### src/rtl/thermint_pkg.sv
package thermint_pkg;

  // Event accepted when its source is enabled in the mask.
  function automatic logic bit_accept(input logic evt, input logic msk);
    return evt & msk;
  endfunction

  // Mask after an accepted event: cleared unless the lock pins it.
  function automatic logic bit_mask_after(input logic msk, input logic acc,
                                          input logic lck);
    return msk & ~(acc & ~lck);
  endfunction

  // Status next value: a read clears, an accepted event always sets.
  function automatic logic bit_status_next(input logic st, input logic acc,
                                           input logic clr);
    return (st & ~clr) | acc;
  endfunction

endpackage

### src/rtl/thermint_bitcell.sv
module thermint_bitcell
  import thermint_pkg::*;
(
  input  logic clk,
  input  logic rst_n,
  input  logic evt,
  input  logic mask_wr,
  input  logic mask_wd,
  input  logic lock_wr,
  input  logic lock_wd,
  input  logic stat_clr,
  output logic mask_q,
  output logic lock_q,
  output logic stat_q,
  output logic acc
);

  logic mask_d;
  logic stat_d;

  assign acc    = bit_accept(evt, mask_q);
  assign mask_d = mask_wr ? mask_wd : bit_mask_after(mask_q, acc, lock_q);
  assign stat_d = bit_status_next(stat_q, acc, stat_clr);

  always_ff @(posedge clk or negedge rst_n) begin
    if (!rst_n) begin
      mask_q <= 1'b0;
      lock_q <= 1'b0;
      stat_q <= 1'b0;
    end else begin
      mask_q <= mask_d;
      if (lock_wr) lock_q <= lock_wd;
      stat_q <= stat_d;
    end
  end

endmodule

### src/rtl/thermint_irq.sv
module thermint_irq (
  input  logic clk,
  input  logic rst_n,
  input  logic any_acc,
  input  logic release_req,
  input  logic gie,
  output logic int_n
);

  logic pend_q;
  logic pend_d;

  assign pend_d = any_acc | (pend_q & ~release_req);

  always_ff @(posedge clk or negedge rst_n) begin
    if (!rst_n) begin
      pend_q <= 1'b0;
      int_n  <= 1'b1;
    end else begin
      pend_q <= pend_d;
      int_n  <= ~(pend_d & gie);
    end
  end

endmodule

### src/rtl/thermint_ctrl.sv
module thermint_ctrl #(
  parameter int N_SRC = 8
) (
  input  logic             clk,
  input  logic             rst_n,
  input  logic [N_SRC-1:0] evt_i,
  input  logic             gie_i,
  input  logic             mask_wr_i,
  input  logic [N_SRC-1:0] mask_wd_i,
  input  logic             lock_wr_i,
  input  logic [N_SRC-1:0] lock_wd_i,
  input  logic             stat_rd_i,
  input  logic             ara_ack_i,
  output logic [N_SRC-1:0] status_o,
  output logic [N_SRC-1:0] mask_o,
  output logic [N_SRC-1:0] lock_o,
  output logic             int_n_o
);

  logic [N_SRC-1:0] acc_vec;
  logic             any_acc;
  logic             release_req;

  for (genvar i = 0; i < N_SRC; i++) begin : g_src
    thermint_bitcell u_cell (
      .clk      (clk),
      .rst_n    (rst_n),
      .evt      (evt_i[i]),
      .mask_wr  (mask_wr_i),
      .mask_wd  (mask_wd_i[i]),
      .lock_wr  (lock_wr_i),
      .lock_wd  (lock_wd_i[i]),
      .stat_clr (stat_rd_i),
      .mask_q   (mask_o[i]),
      .lock_q   (lock_o[i]),
      .stat_q   (status_o[i]),
      .acc      (acc_vec[i])
    );
  end

  assign any_acc     = |acc_vec;
  assign release_req = stat_rd_i | ara_ack_i;

  thermint_irq u_irq (
    .clk         (clk),
    .rst_n       (rst_n),
    .any_acc     (any_acc),
    .release_req (release_req),
    .gie         (gie_i),
    .int_n       (int_n_o)
  );

endmodule

### config.mk
export PLATFORM = sky130hd
export DESIGN_NAME = thermint_ctrl
export DESIGN_NICKNAME = d
export VERILOG_FILES = /design/src/rtl/thermint_pkg.sv /design/src/rtl/thermint_bitcell.sv /design/src/rtl/thermint_irq.sv /design/src/rtl/thermint_ctrl.sv
export SDC_FILE = /design/constraint.sdc
export NUM_CORES = 1
export LEC_CHECK = 0
export BUFFER_PORTS_ARGS = -buffer_cell sky130_fd_sc_hd__buf_2
export CORE_MARGIN = 4
export CORE_UTILIZATION = 30
export DETAILED_ROUTE_END_ITERATION = 7
export PLACE_DENSITY_LB_ADDON = 0.25
export SETUP_SLACK_MARGIN = 0.4
export SLEW_MARGIN = 20
export SYNTH_ARGS = -nofsm -noshare
export SYNTH_HDL_FRONTEND = slang
export SYNTH_SLANG_ARGS = --single-unit
### constraint.sdc
create_clock -name clk -period 0.92 [get_ports clk]
set_input_delay 0.046 -clock clk [delete_from_list [all_inputs] [get_ports clk]]
set_output_delay 0.046 -clock clk [all_outputs]
set_load 0.01 [all_outputs]
==> reports/metrics.csv, run 1 <==
stage;metric;value;unit
synthesis;syn_inst;124;
grt;grt_pass1_wl;4692;µm
routing;dr.pass1.iters;4;
die;die_x;71.87;µm
timing;hold_viol;27;
synthesis;syn-cell-area;1224;µm²
setup_path;path_cells;a22oi_2 -> and4_1 -> a41o_1;
die;die_area;5165;µm²
layout;fill_cells;355;
placed_design;dp_worst_setup_slack;-0.05352;ns
synthesis;ys_ff_latch;26;
timing;fmax;0.9966;GHz
timing;tightest_slew;0.3264;ns
timing;slew_viol_final;0;
routing;dr.first_iter.drc_count;13;
setup_path;r2r-start;g_src[6].u_cell.mask_q$_DFF_PN0_;
synthesis;seq_area_frac_synth;53.27;%
synthesis;synthesis.nets;155;
routing;vias_per_cell;4.251;
synthesis;synth_cell_types;13;
timing;rsz0062_at_grt;yes;
placed_design;routabilityCongestion;0.7526;
grt;gr-usage-met2;21.22;%
placed_design;hpwl;2131;µm
grt;grt_util_all_layers;11.58;%
setup_path;path_delay_family;flip-flops;
die;row_count;22;
setup_path;crit_type;flop to flop;
setup_path;slowest_delay;0.41;ns
grt;grt.overflow.total;0;
synthesis;synth-warning-count;0;
routing;drc;0;
setup_path;r2r-end;u_irq.int_n$_DFF_PN1_;
die;initial_core_util;32.21;%
timing;holdWs;-0.2434;ns
pwr;vdd_drop_max;0.6631;mV
layout;fin_nets;215;
setup_path;worstPathArrival;1.22;ns
layout;fin_util;48.19;%
cts;cts_buffers;3;
routing;wl_per_cell;12.55;µm
cts;clockBufferDepth;2;
cts;cts_tree;built;
die;io_pins;56;
grt;grt_pass1_vias;1035;
layout;diodes;0;
timing;post-route-min-period;1.003;ns
setup_path;worst_setup_path_end_kind;flop;
setup_path;r2r_slack;-0.08;ns
grt;busiest_layer;met2;
grt;antenna_found_initial;0;
setup_path;start_kind;flop;
routing;drtAntennaViolNets;0;
cts;htree_levels;1;
grt;grt_max_degree;27;
routing;vias;982;
setup_path;cp_max_fo;2;
pwr;power_density;1666;nW/µm²
timing;fin_crit_sh;109.1;%
cts;clockRootBuffer;clkbuf_8;
cts;worstSkewPairLatency;0.27;ns
hold_path;min_path_type;input port to async pin;
setup_path;required;1.13;ns
setup_path;ff2ff_path_depth;3;
setup_path;slowest_stage;dfrtp_1;
cts;path_clk_slew;0.09;ns
job;cap_violations;0;
timing;finalSetupViolCount;8;
setup_path;crit_buf_inv;0;
die;coreArea;3799;µm²
timing;setup_ws;-0.08337;ns
layout;area_growth;49.59;%
synthesis;syn_area_per_cell;9.868;µm²
outcome;status;finished with violations;
grt;grtUsageMet1;13.22;%
pwr;p_leak;0.9703;nW
routing;wl;2899;µm
timing;maxSlewHeadroom;78.24;%
grt;met3_usage;1.683;%
outcome;violations;hold timing, setup timing;
timing;fin_skew;0.005858;ns
die;die_h;71.87;µm
cts;numClockSinks;26;
layout;drive_above_1_share;61.75;%
placed_design;numPortBuffers;55;
cells by family after synthesis:
logic type / synth area share, %
AOI/OAI and AO/OA: 11.86
buffers and inverters: 20.76
DFF: 53.27
muxes: 7.362
and+or+nand+nor: 6.749
registers in the layout, summed over array words and instances, names as in the netlist:
register,count
g_src.u_cell.lock_q,8
g_src.u_cell.mask_q,8
g_src.u_cell.stat_q,8
u_irq.int_n,1
u_irq.pend_q,1
worst reg2reg max path, delay by kind of cell (launching register included):
kind | cells | cell delay [ns]
AOI/OAI and AO/OA | 2 | 0.32
and+or+nand+nor | 1 | 0.23
DFF | 1 | 0.41
how the worst max path moves through the flow:
stage	start	to	slack [ns]	cells after the start
detailed placement	g_src[0].u_cell.mask_q$_DFF_PN0_	u_irq.int_n$_DFF_PN1_	-0.05	3
finish	g_src[6].u_cell.mask_q$_DFF_PN0_	u_irq.int_n$_DFF_PN1_	-0.08	3
CTS	g_src[6].u_cell.mask_q$_DFF_PN0_	u_irq.int_n$_DFF_PN1_	-0.08	3
global route	g_src[6].u_cell.mask_q$_DFF_PN0_	u_irq.pend_q$_DFF_PN0_	-0.14	3
floorplan	g_src[0].u_cell.mask_q$_DFF_PN0_	u_irq.int_n$_DFF_PN1_	-0.03	3
global placement	g_src[0].u_cell.mask_q$_DFF_PN0_	u_irq.int_n$_DFF_PN1_	-0.04	3
repair_timing:
item,CTS,global route
hold endpoints to repair,33,35
setup endpoints to repair,51,51
resized for setup,47,8
buffers inserted,16,4
pin swaps,5,8
gates cloned,0,0
through the flow:
stage                     setup TNS (ns)  power [mW]  area [µm²]  instances
after floorplan                 -0.04929       1.777        1310        124
after global placement          -0.07026       1.827        1414        207
after detailed placement        -0.09358       1.838        1414        207
after CTS                        -0.3766       3.034        1767        227
after global routing             -0.7736       3.235        1831        231
final                            -0.3660       3.049        1831        231
final cells by class:
| type | instances | area [µm²] | area share, % |
|---|---|---|---|
| Multi-Input combinational cell | 55 | 405.4 | 22.15 |
| Tap cell | 48 | 60.06 | 3.281 |
| Clock buffer | 3 | 41.29 | 2.256 |
| Inverter | 17 | 63.81 | 3.486 |
| Timing Repair Buffer | 81 | 578.1 | 31.58 |
| Clock inverter | 1 | 30.03 | 1.640 |
| Sequential cell | 26 | 651.9 | 35.61 |
cells in the final DEF (no fill, tap or decap):
| cell type | n |
|---|---|
| bufinv_16 | 1 |
| nand4_1 | 1 |
| buf_2 | 48 |
| clkbuf_8 | 3 |
| inv_1 | 13 |
| dfstp_2 | 1 |
| a41o_1 | 1 |
| o21ai_1 | 14 |
| nand2_1 | 13 |
| buf_4 | 9 |
| a22oi_2 | 1 |
| dfrtp_1 | 25 |
| nand2_4 | 1 |
| o21ai_2 | 10 |
| mux2_4 | 8 |
| inv_2 | 4 |
| and4_1 | 1 |
| nand2_2 | 3 |
| buf_6 | 24 |
| a22oi_1 | 1 |
| nor2_1 | 1 |
synthesized netlist by cell type:
cell     number  area share [%]
and4_1        1            0.72
nand2_1      17             5.2
a41o_1        1            0.82
nand4_1       1            0.51
nor2_1        1            0.31
mux2_2        8             7.4
inv_1        17             5.2
buf_4        24              15
o21ai_0      24             9.8
buf_2         2            0.82
dfstp_2       1             2.1
a22oi_1       2             1.2
dfrtp_1      25              51
metal layers:
metal | vias to the layer above | part of all wire (%)
met5 | - | 0
met2 | 28 | 52
met3 | 2 | 4.5
li1 | 492 | -
met4 | 0 | 1.2
met1 | 460 | 42
power by group:
group / switching (mW) / total, mW / internal [mW]
Sequential: 0.0795 / 1.34 / 1.26
Clock: 0.358 / 0.940 / 0.582
Combinational: 0.320 / 0.770 / 0.449
Power figures use the tool's default switching activity.
==> run 2: changes to the inputs <==
--- a/config.mk
+++ b/config.mk
@@ -5,11 +5,11 @@
 export SDC_FILE = /design/constraint.sdc
 export NUM_CORES = 1
 export LEC_CHECK = 0
-export BUFFER_PORTS_ARGS = -buffer_cell sky130_fd_sc_hd__buf_2
+export BUFFER_PORTS_ARGS = -buffer_cell sky130_fd_sc_hd__buf_4
 export CORE_MARGIN = 4
 export CORE_UTILIZATION = 30
 export DETAILED_ROUTE_END_ITERATION = 7
-export PLACE_DENSITY_LB_ADDON = 0.25
+export PLACE_DENSITY = 0.54
 export SETUP_SLACK_MARGIN = 0.4
 export SLEW_MARGIN = 20
 export SYNTH_ARGS = -nofsm -noshare
==> reports/metrics.csv, run 2 (same netlist as run 1, synthesis figures left out) <==
stage;metric;value;unit
grt;grt_max_degree;27;
setup_path;r2r-start;g_src[6].u_cell.mask_q$_DFF_PN0_;
outcome;status;finished with violations;
timing;fin_crit_sh;110.6;%
cts;clockBufferDepth;2;
setup_path;worst_setup_path_end_kind;flop;
layout;instances_no_fill;230;
placed_design;numPlacedInstances;207;
grt;grt_pass1_vias;1082;
setup_path;crit_type;flop to flop;
cts;numClockSinks;26;
die;row_count;22;
routing;vias;998;
die;coreArea;3799;µm²
layout;final_common_cell;buf_4;
layout;fin_util;52.08;%
timing;post-route-min-period;1.018;ns
layout;layout_common_cells;buf_4 (42), buf_6 (38), dfrtp_1 (24);
setup_path;cp_max_fo;2;
layout;fill_cells;353;
timing;finalSetupViolCount;9;
setup_path;cp-startpoint;g_src[6].u_cell.mask_q$_DFF_PN0_;
timing;setup_ws;-0.09757;ns
routing;drc;0;
routing;vias_per_cell;4.339;
timing;fin_tns_setup;-0.3660;ns
cts;htree_levels;1;
grt;grt_pass1_wl;4899;µm
layout;final_cell_area;1978;µm²
setup_path;start_kind;flop;
routing;wl;2909;µm
grt;grt_util_all_layers;11.88;%
timing;fmax;0.9827;GHz
placed_design;hpwl;2211;µm
timing;fin_skew;0.003979;ns
grt;antenna_found_initial;0;
timing;holdWs;-0.3234;ns
routing;drtAntennaViolNets;0;
layout;area_growth;61.66;%
setup_path;path_cells;a22oi_2 -> and4_1 -> a41o_1;
cts;path_clk_slew;0.09;ns
timing;tightest_slew;0.3284;ns
placed_design;numPortBuffers;55;
timing;slew_viol_final;0;
cts;clockRootBuffer;clkbuf_8;
die;initial_core_util;32.21;%
timing;rsz0062_at_grt;yes;
cts;cts_buffers;3;
pwr;vdd_drop_max;0.5174;mV
setup_path;worstPathArrival;1.23;ns
die;die_h;71.87;µm
setup_path;slowest_stage;dfrtp_1;
die;io_pins;56;
pwr;power_density;1494;nW/µm²
die;die_area;5165;µm²
grt;grt.overflow.total;0;
cts;worstSkewPairLatency;0.26;ns
layout;diodes;0;
outcome;violations;hold timing, setup timing;
layout;drive_above_1_share;60.99;%
setup_path;slowest_delay;0.41;ns
routing;wl_per_cell;12.65;µm
placed_design;routabilityCongestion;0.7335;
layout;reg_top3;g_src.u_cell.lock_q (8), g_src.u_cell.mask_q (8), g_src.u_cell.stat_q (8);
layout;fin_nets;214;
die;die_x;71.87;µm
hold_path;min_path_type;input port to async pin;
timing;maxSlewHeadroom;78.11;%
pwr;p_leak;1.007;nW
setup_path;required;1.13;ns
routing;dr.pass1.iters;4;
placed_design;dpl-instance-area;1551;µm²
timing;hold_viol;28;
cts;cts_tree;built;
routing;dr.first_iter.drc_count;28;
job;cap_violations;0;
## run 2: changes by cell type in the layout (fill, tap and decap cells not counted), moves of 2 or more
cell / delta
inv_2: -3
buf_4: +33
inv_1: +3
buf_2: -48
nand2_2: +2
buf_6: +14
## run 2: stage by stage
stage,power [mW],setup WS [ns]
3_5_place_dp,1.943,-0.07973
6_report,2.955,-0.09757
5_1_grt,3.115,-0.1495
4_1_cts,2.926,-0.08434
2_1_floorplan,1.777,-0.02840
3_3_place_gp,1.930,-0.03854
## run 2: routing by layer
layer / part of all wire [%] / global-route usage [%]
met5: 0 / 0
met4: 0.93 / 3.758
met3: 5.4 / 2.244
met2: 52 / 21.12
met1: 42 / 14.39
## run 2: what timing repair did
item	in CTS	in global routing
setup buffers	13	6
endpoints found under the hold margin	29	29
cloned	0	0
resized for setup	60	7
pin swaps	14	4
setup endpoints to repair	51	51
## run 2: worst paths after layout
kind / end / slack (ns) / cells after the start
max reg2reg: u_irq.int_n$_DFF_PN1_ / -0.1 / 3
min in group clk: g_src[4].u_cell.mask_q$_DFF_PN0_ / -0.01 / 3
max: u_irq.int_n$_DFF_PN1_ / -0.1 / 3
max in group asynchronous: u_irq.int_n$_DFF_PN1_ / 0.95 / 1
min reg2reg: u_irq.pend_q$_DFF_PN0_ / 0.52 / 2
min: g_src[1].u_cell.stat_q$_DFF_PN0_ / -0.32 / 1
## run 2: area by class of cell
type                       count  area [µm²]  share of cell area [%]
tap                           48       60.06                   3.036
timing repair buffer          80       743.2                   37.57
clock buffer                   4       55.05                   2.783
inverter                      17       63.81                   3.226
multi-input combinational     55       402.9                   20.37
sequential                    26       653.1                   33.02
## run 2: critical path, delay by kind of cell (launching register included)
family,cells,cell delay (ns)
compound gates,2,0.32
flops,1,0.41
simple gates,1,0.24
## run 2: power by group
| group | leakage [nW] | internal, mW | switching (mW) |
|---|---|---|---|
| sequential | 0.314 | 1.26 | 0.0979 |
| combinational | 0.665 | 0.555 | 0.317 |
| clock | 0.0288 | 0.382 | 0.343 |
| total | 1.01 | 2.20 | 0.757 |
==> run 3: changes to the inputs <==
--- a/config.mk
+++ b/config.mk
@@ -9,9 +9,10 @@
 export CORE_MARGIN = 4
 export CORE_UTILIZATION = 30
 export DETAILED_ROUTE_END_ITERATION = 7
-export PLACE_DENSITY = 0.54
+export PLACE_DENSITY = 0.53
 export SETUP_SLACK_MARGIN = 0.4
 export SLEW_MARGIN = 20
 export SYNTH_ARGS = -nofsm -noshare
 export SYNTH_HDL_FRONTEND = slang
+export SYNTH_HIERARCHICAL = 1
 export SYNTH_SLANG_ARGS = --single-unit
==> constraint.sdc (replaced) <==
create_clock -name clk -period 1.06 [get_ports clk]
set_input_delay 0.053 -clock clk [delete_from_list [all_inputs] [get_ports clk]]
set_output_delay 0.053 -clock clk [all_outputs]
set_load 0.01 [all_outputs]
==> reports/metrics.csv, run 3 <==
stage;metric;value;unit
grt;grt_max_degree;27;
pwr;p_comb_share;31.4;%
job;cap_violations;0;
synthesis;synthArstFlopShare;100.0;%
hold_path;min_path_cells;3;
grt;antenna_found_initial;0;
timing;fin_crit_sh;117.5;%
routing;wl_per_cell;13.00;µm
synthesis;synthTopCellsByArea;dfrtp_1 (54%), mux2_4 (10%), and2_4 (6.1%);
setup_path;slowest_delay;0.40;ns
routing;drc;0;
timing;rsz0062_at_grt;yes;
synthesis;synth-warning-count;6;
synthesis;synthesis.nets;128;
synthesis;yosysTopAreaCell;dfrtp_1;
pwr;power.total;2.637;mW
timing;fin_skew;0.002942;ns
setup_path;ff2ff_path_depth;5;
cts;clockRootBuffer;clkbuf_8;
synthesis;yosysMostFrequentCell;dfrtp_1;
synthesis;synth_edf_count;0;
hold_path;holdPathEnd;g_src[6].u_cell/mask_q$_DFF_PN0_;
timing;hold_viol;1;
timing;maxSlewHeadroom;78.42;%
cts;cts_tree;built;
placed_design;routabilityCongestion;0.6693;
setup_path;worstPathArrival;1.45;ns
routing;vias_per_cell;4.289;
timing;slew_viol_final;0;
routing;drtAntennaViolNets;0;
setup_path;slowest_stage;dfrtp_1;
synthesis;syn_inst;97;
hold_path;min_path_type;input port to flop;
layout;drive_above_1_share;60.43;%
cts;numClockSinks;26;
die;io_pins;56;
synthesis;seq_area_frac_synth;56.69;%
timing;holdWs;-0.002993;ns
pwr;swShare;25.00;%
pwr;seqPwrFrac;44.6;%
die;die_x;69.91;µm
placed_design;hpwl;2155;µm
die;initial_core_util;31.17;%
setup_path;cp_max_fo;2;
setup_path;worst_setup_path_end_kind;flop;
placed_design;numPortBuffers;55;
cts;clockBufferDepth;2;
placed_design;dp_worst_setup_slack;-0.2301;ns
synthesis;synth_common_cells;dfrtp_1 (25), nand2_1 (9);
layout;fill_cells;325;
cts;cts_hold_buf;6;
timing;fmax;0.8032;GHz
setup_path;start_kind;flop;
setup_path;required;1.27;ns
pwr;power_density;1226;nW/µm²
setup_path;r2r_slack;-0.19;ns
cts;htree_levels;1;
grt;grt_util_all_layers;12.62;%
synthesis;synthFlopType;dfrtp_1;
setup_path;r2r-start;g_src[7].u_cell/mask_q$_DFF_PN0_;
synthesis;syn_area_per_cell;11.85;µm²
die;row_count;22;
timing;finalSetupViolCount;4;
hold_path;min_from;mask_wd_i[6];
routing;dr.pass1.iters;4;
pwr;internal_power;1.978;mW
routing;wl;3056;µm
grt;grt_pass1_vias;1099;
setup_path;crit_type;flop to flop;
pwr;p_leak;1.113;nW
die;die_h;69.91;µm
die;coreArea;3689;µm²
synthesis;synth_top_cell_area_share;54.41;%
setup_path;r2r-end;u_irq/int_n$_DFF_PN1_;
layout;fin_nets;219;
grt;grt.overflow.total;0;
outcome;violations;hold timing, setup timing;
grt;grt_pass1_wl;5071;µm
layout;reg_top3;g_src.u_cell/lock_q (8), g_src.u_cell/mask_q (8), g_src.u_cell/stat_q (8);
cts;path_clk_slew;0.09;ns
timing;tightest_slew;0.3237;ns
cts;worstSkewPairLatency;0.26;ns
pwr;vdd_drop_max;0.5556;mV
routing;vias;1008;
pwr;p_sw;0.6592;mW
timing;setup_ws;-0.1850;ns
layout;final_common_cell;buf_6;
setup_path;path_cells;and2_4 -> nor4_1 -> nand2_1 -> buf_4 -> o21ai_2;
pwr;p_clk_share;24.0;%
timing;post-route-min-period;1.245;ns
layout;final_cell_area;2151;µm²
layout;layout_common_cells;buf_6 (42), buf_4 (38), dfrtp_1 (25);
synthesis;syn-cell-area;1150;µm²
routing;dr.first_iter.drc_count;15;
layout;area_growth;87.05;%
layout;diodes;0;
die;die_area;4887;µm²
synthesis;ys_ff_latch;26;
cts;cts_buffers;3;
outcome;status;finished with violations;
placed_design;dpl-instance-area;1683;µm²
synthesis;synth_cell_types;15;
## run 3: area by class of cell
cell class | count | area [µm²] | area share, %
inverters | 8 | 30.03 | 1.396
flip-flops and latches | 26 | 651.9 | 30.31
clock buffers | 4 | 55.05 | 2.560
repair buffers | 86 | 818.3 | 38.05
well taps | 48 | 60.06 | 2.792
multi-input cells | 63 | 535.5 | 24.90
## run 3: worst max-delay path, delay by kind of cell, from the launching register on
family / cells / cell delay (ns)
compound gates: 1 / 0.12
buf+inv: 1 / 0.14
simple gates: 3 / 0.53
flops: 1 / 0.40
## run 3: power by group through the flow
stage | clock (mW) | sequential, mW | combinational (mW)
after floorplan | 0 | 1.22 | 0.178
after global placement | 0 | 1.17 | 0.573
after detailed placement | 0 | 1.18 | 0.580
after CTS | 0.654 | 1.17 | 0.737
after global routing | 0.717 | 1.19 | 0.896
final | 0.634 | 1.18 | 0.828
## run 3: per-stage QoR
stage / setup TNS [ns] / cells / hold WS [ns] / utilization, %
detailed placement: -0.3657 / 208 / -0.01635 / 45.62
global route: -0.8461 / 235 / -0.001477 / 58.31
floorplan: -0.2055 / 97 / -0.2426 / -
CTS: -0.2299 / 227 / 0.001747 / 54.24
finish: -0.5623 / 235 / -0.002993 / 58.31
global placement: -0.2991 / 208 / -0.01600 / 45.62
## run 3: kinds of logic after synthesis
group	count (synthesis)	synth area share [%]
DFF	26	56.69
muxes	8	10.45
AOI/OAI and AO/OA	17	9.140
and+or+nand+nor	38	21.11
buffers and inverters	8	2.612
## run 3: repair_timing
| action | 4_1_cts | 5_1_grt |
|---|---|---|
| resized for setup | 34 | 20 |
| endpoints found under the setup margin | 51 | 51 |
| pin swaps | 7 | 7 |
| setup buffers | 9 | 8 |
| gates cloned | 0 | 0 |
| hold endpoints to repair | 31 | 2 |
## run 3: how the worst max path moves through the flow
| stage | cells after the start | start | to |
|---|---|---|---|
| floorplan | 4 | g_src[1].u_cell/mask_q$_DFF_PN0_ | u_irq/pend_q$_DFF_PN0_ |
| global placement | 4 | g_src[1].u_cell/mask_q$_DFF_PN0_ | u_irq/pend_q$_DFF_PN0_ |
| detailed placement | 4 | g_src[1].u_cell/mask_q$_DFF_PN0_ | u_irq/pend_q$_DFF_PN0_ |
| CTS | 4 | g_src[4].u_cell/mask_q$_DFF_PN0_ | u_irq/pend_q$_DFF_PN0_ |
| global route | 4 | g_src[7].u_cell/mask_q$_DFF_PN0_ | u_irq/pend_q$_DFF_PN0_ |
| finish | 5 | g_src[7].u_cell/mask_q$_DFF_PN0_ | u_irq/int_n$_DFF_PN1_ |
## run 3: layer usage
metal | global-route usage (%) | wire length, µm
met4 | 2.553 | 0
met2 | 19.83 | 1490
met5 | 0 | 0
met3 | 3.741 | 216
met1 | 17.28 | 1349
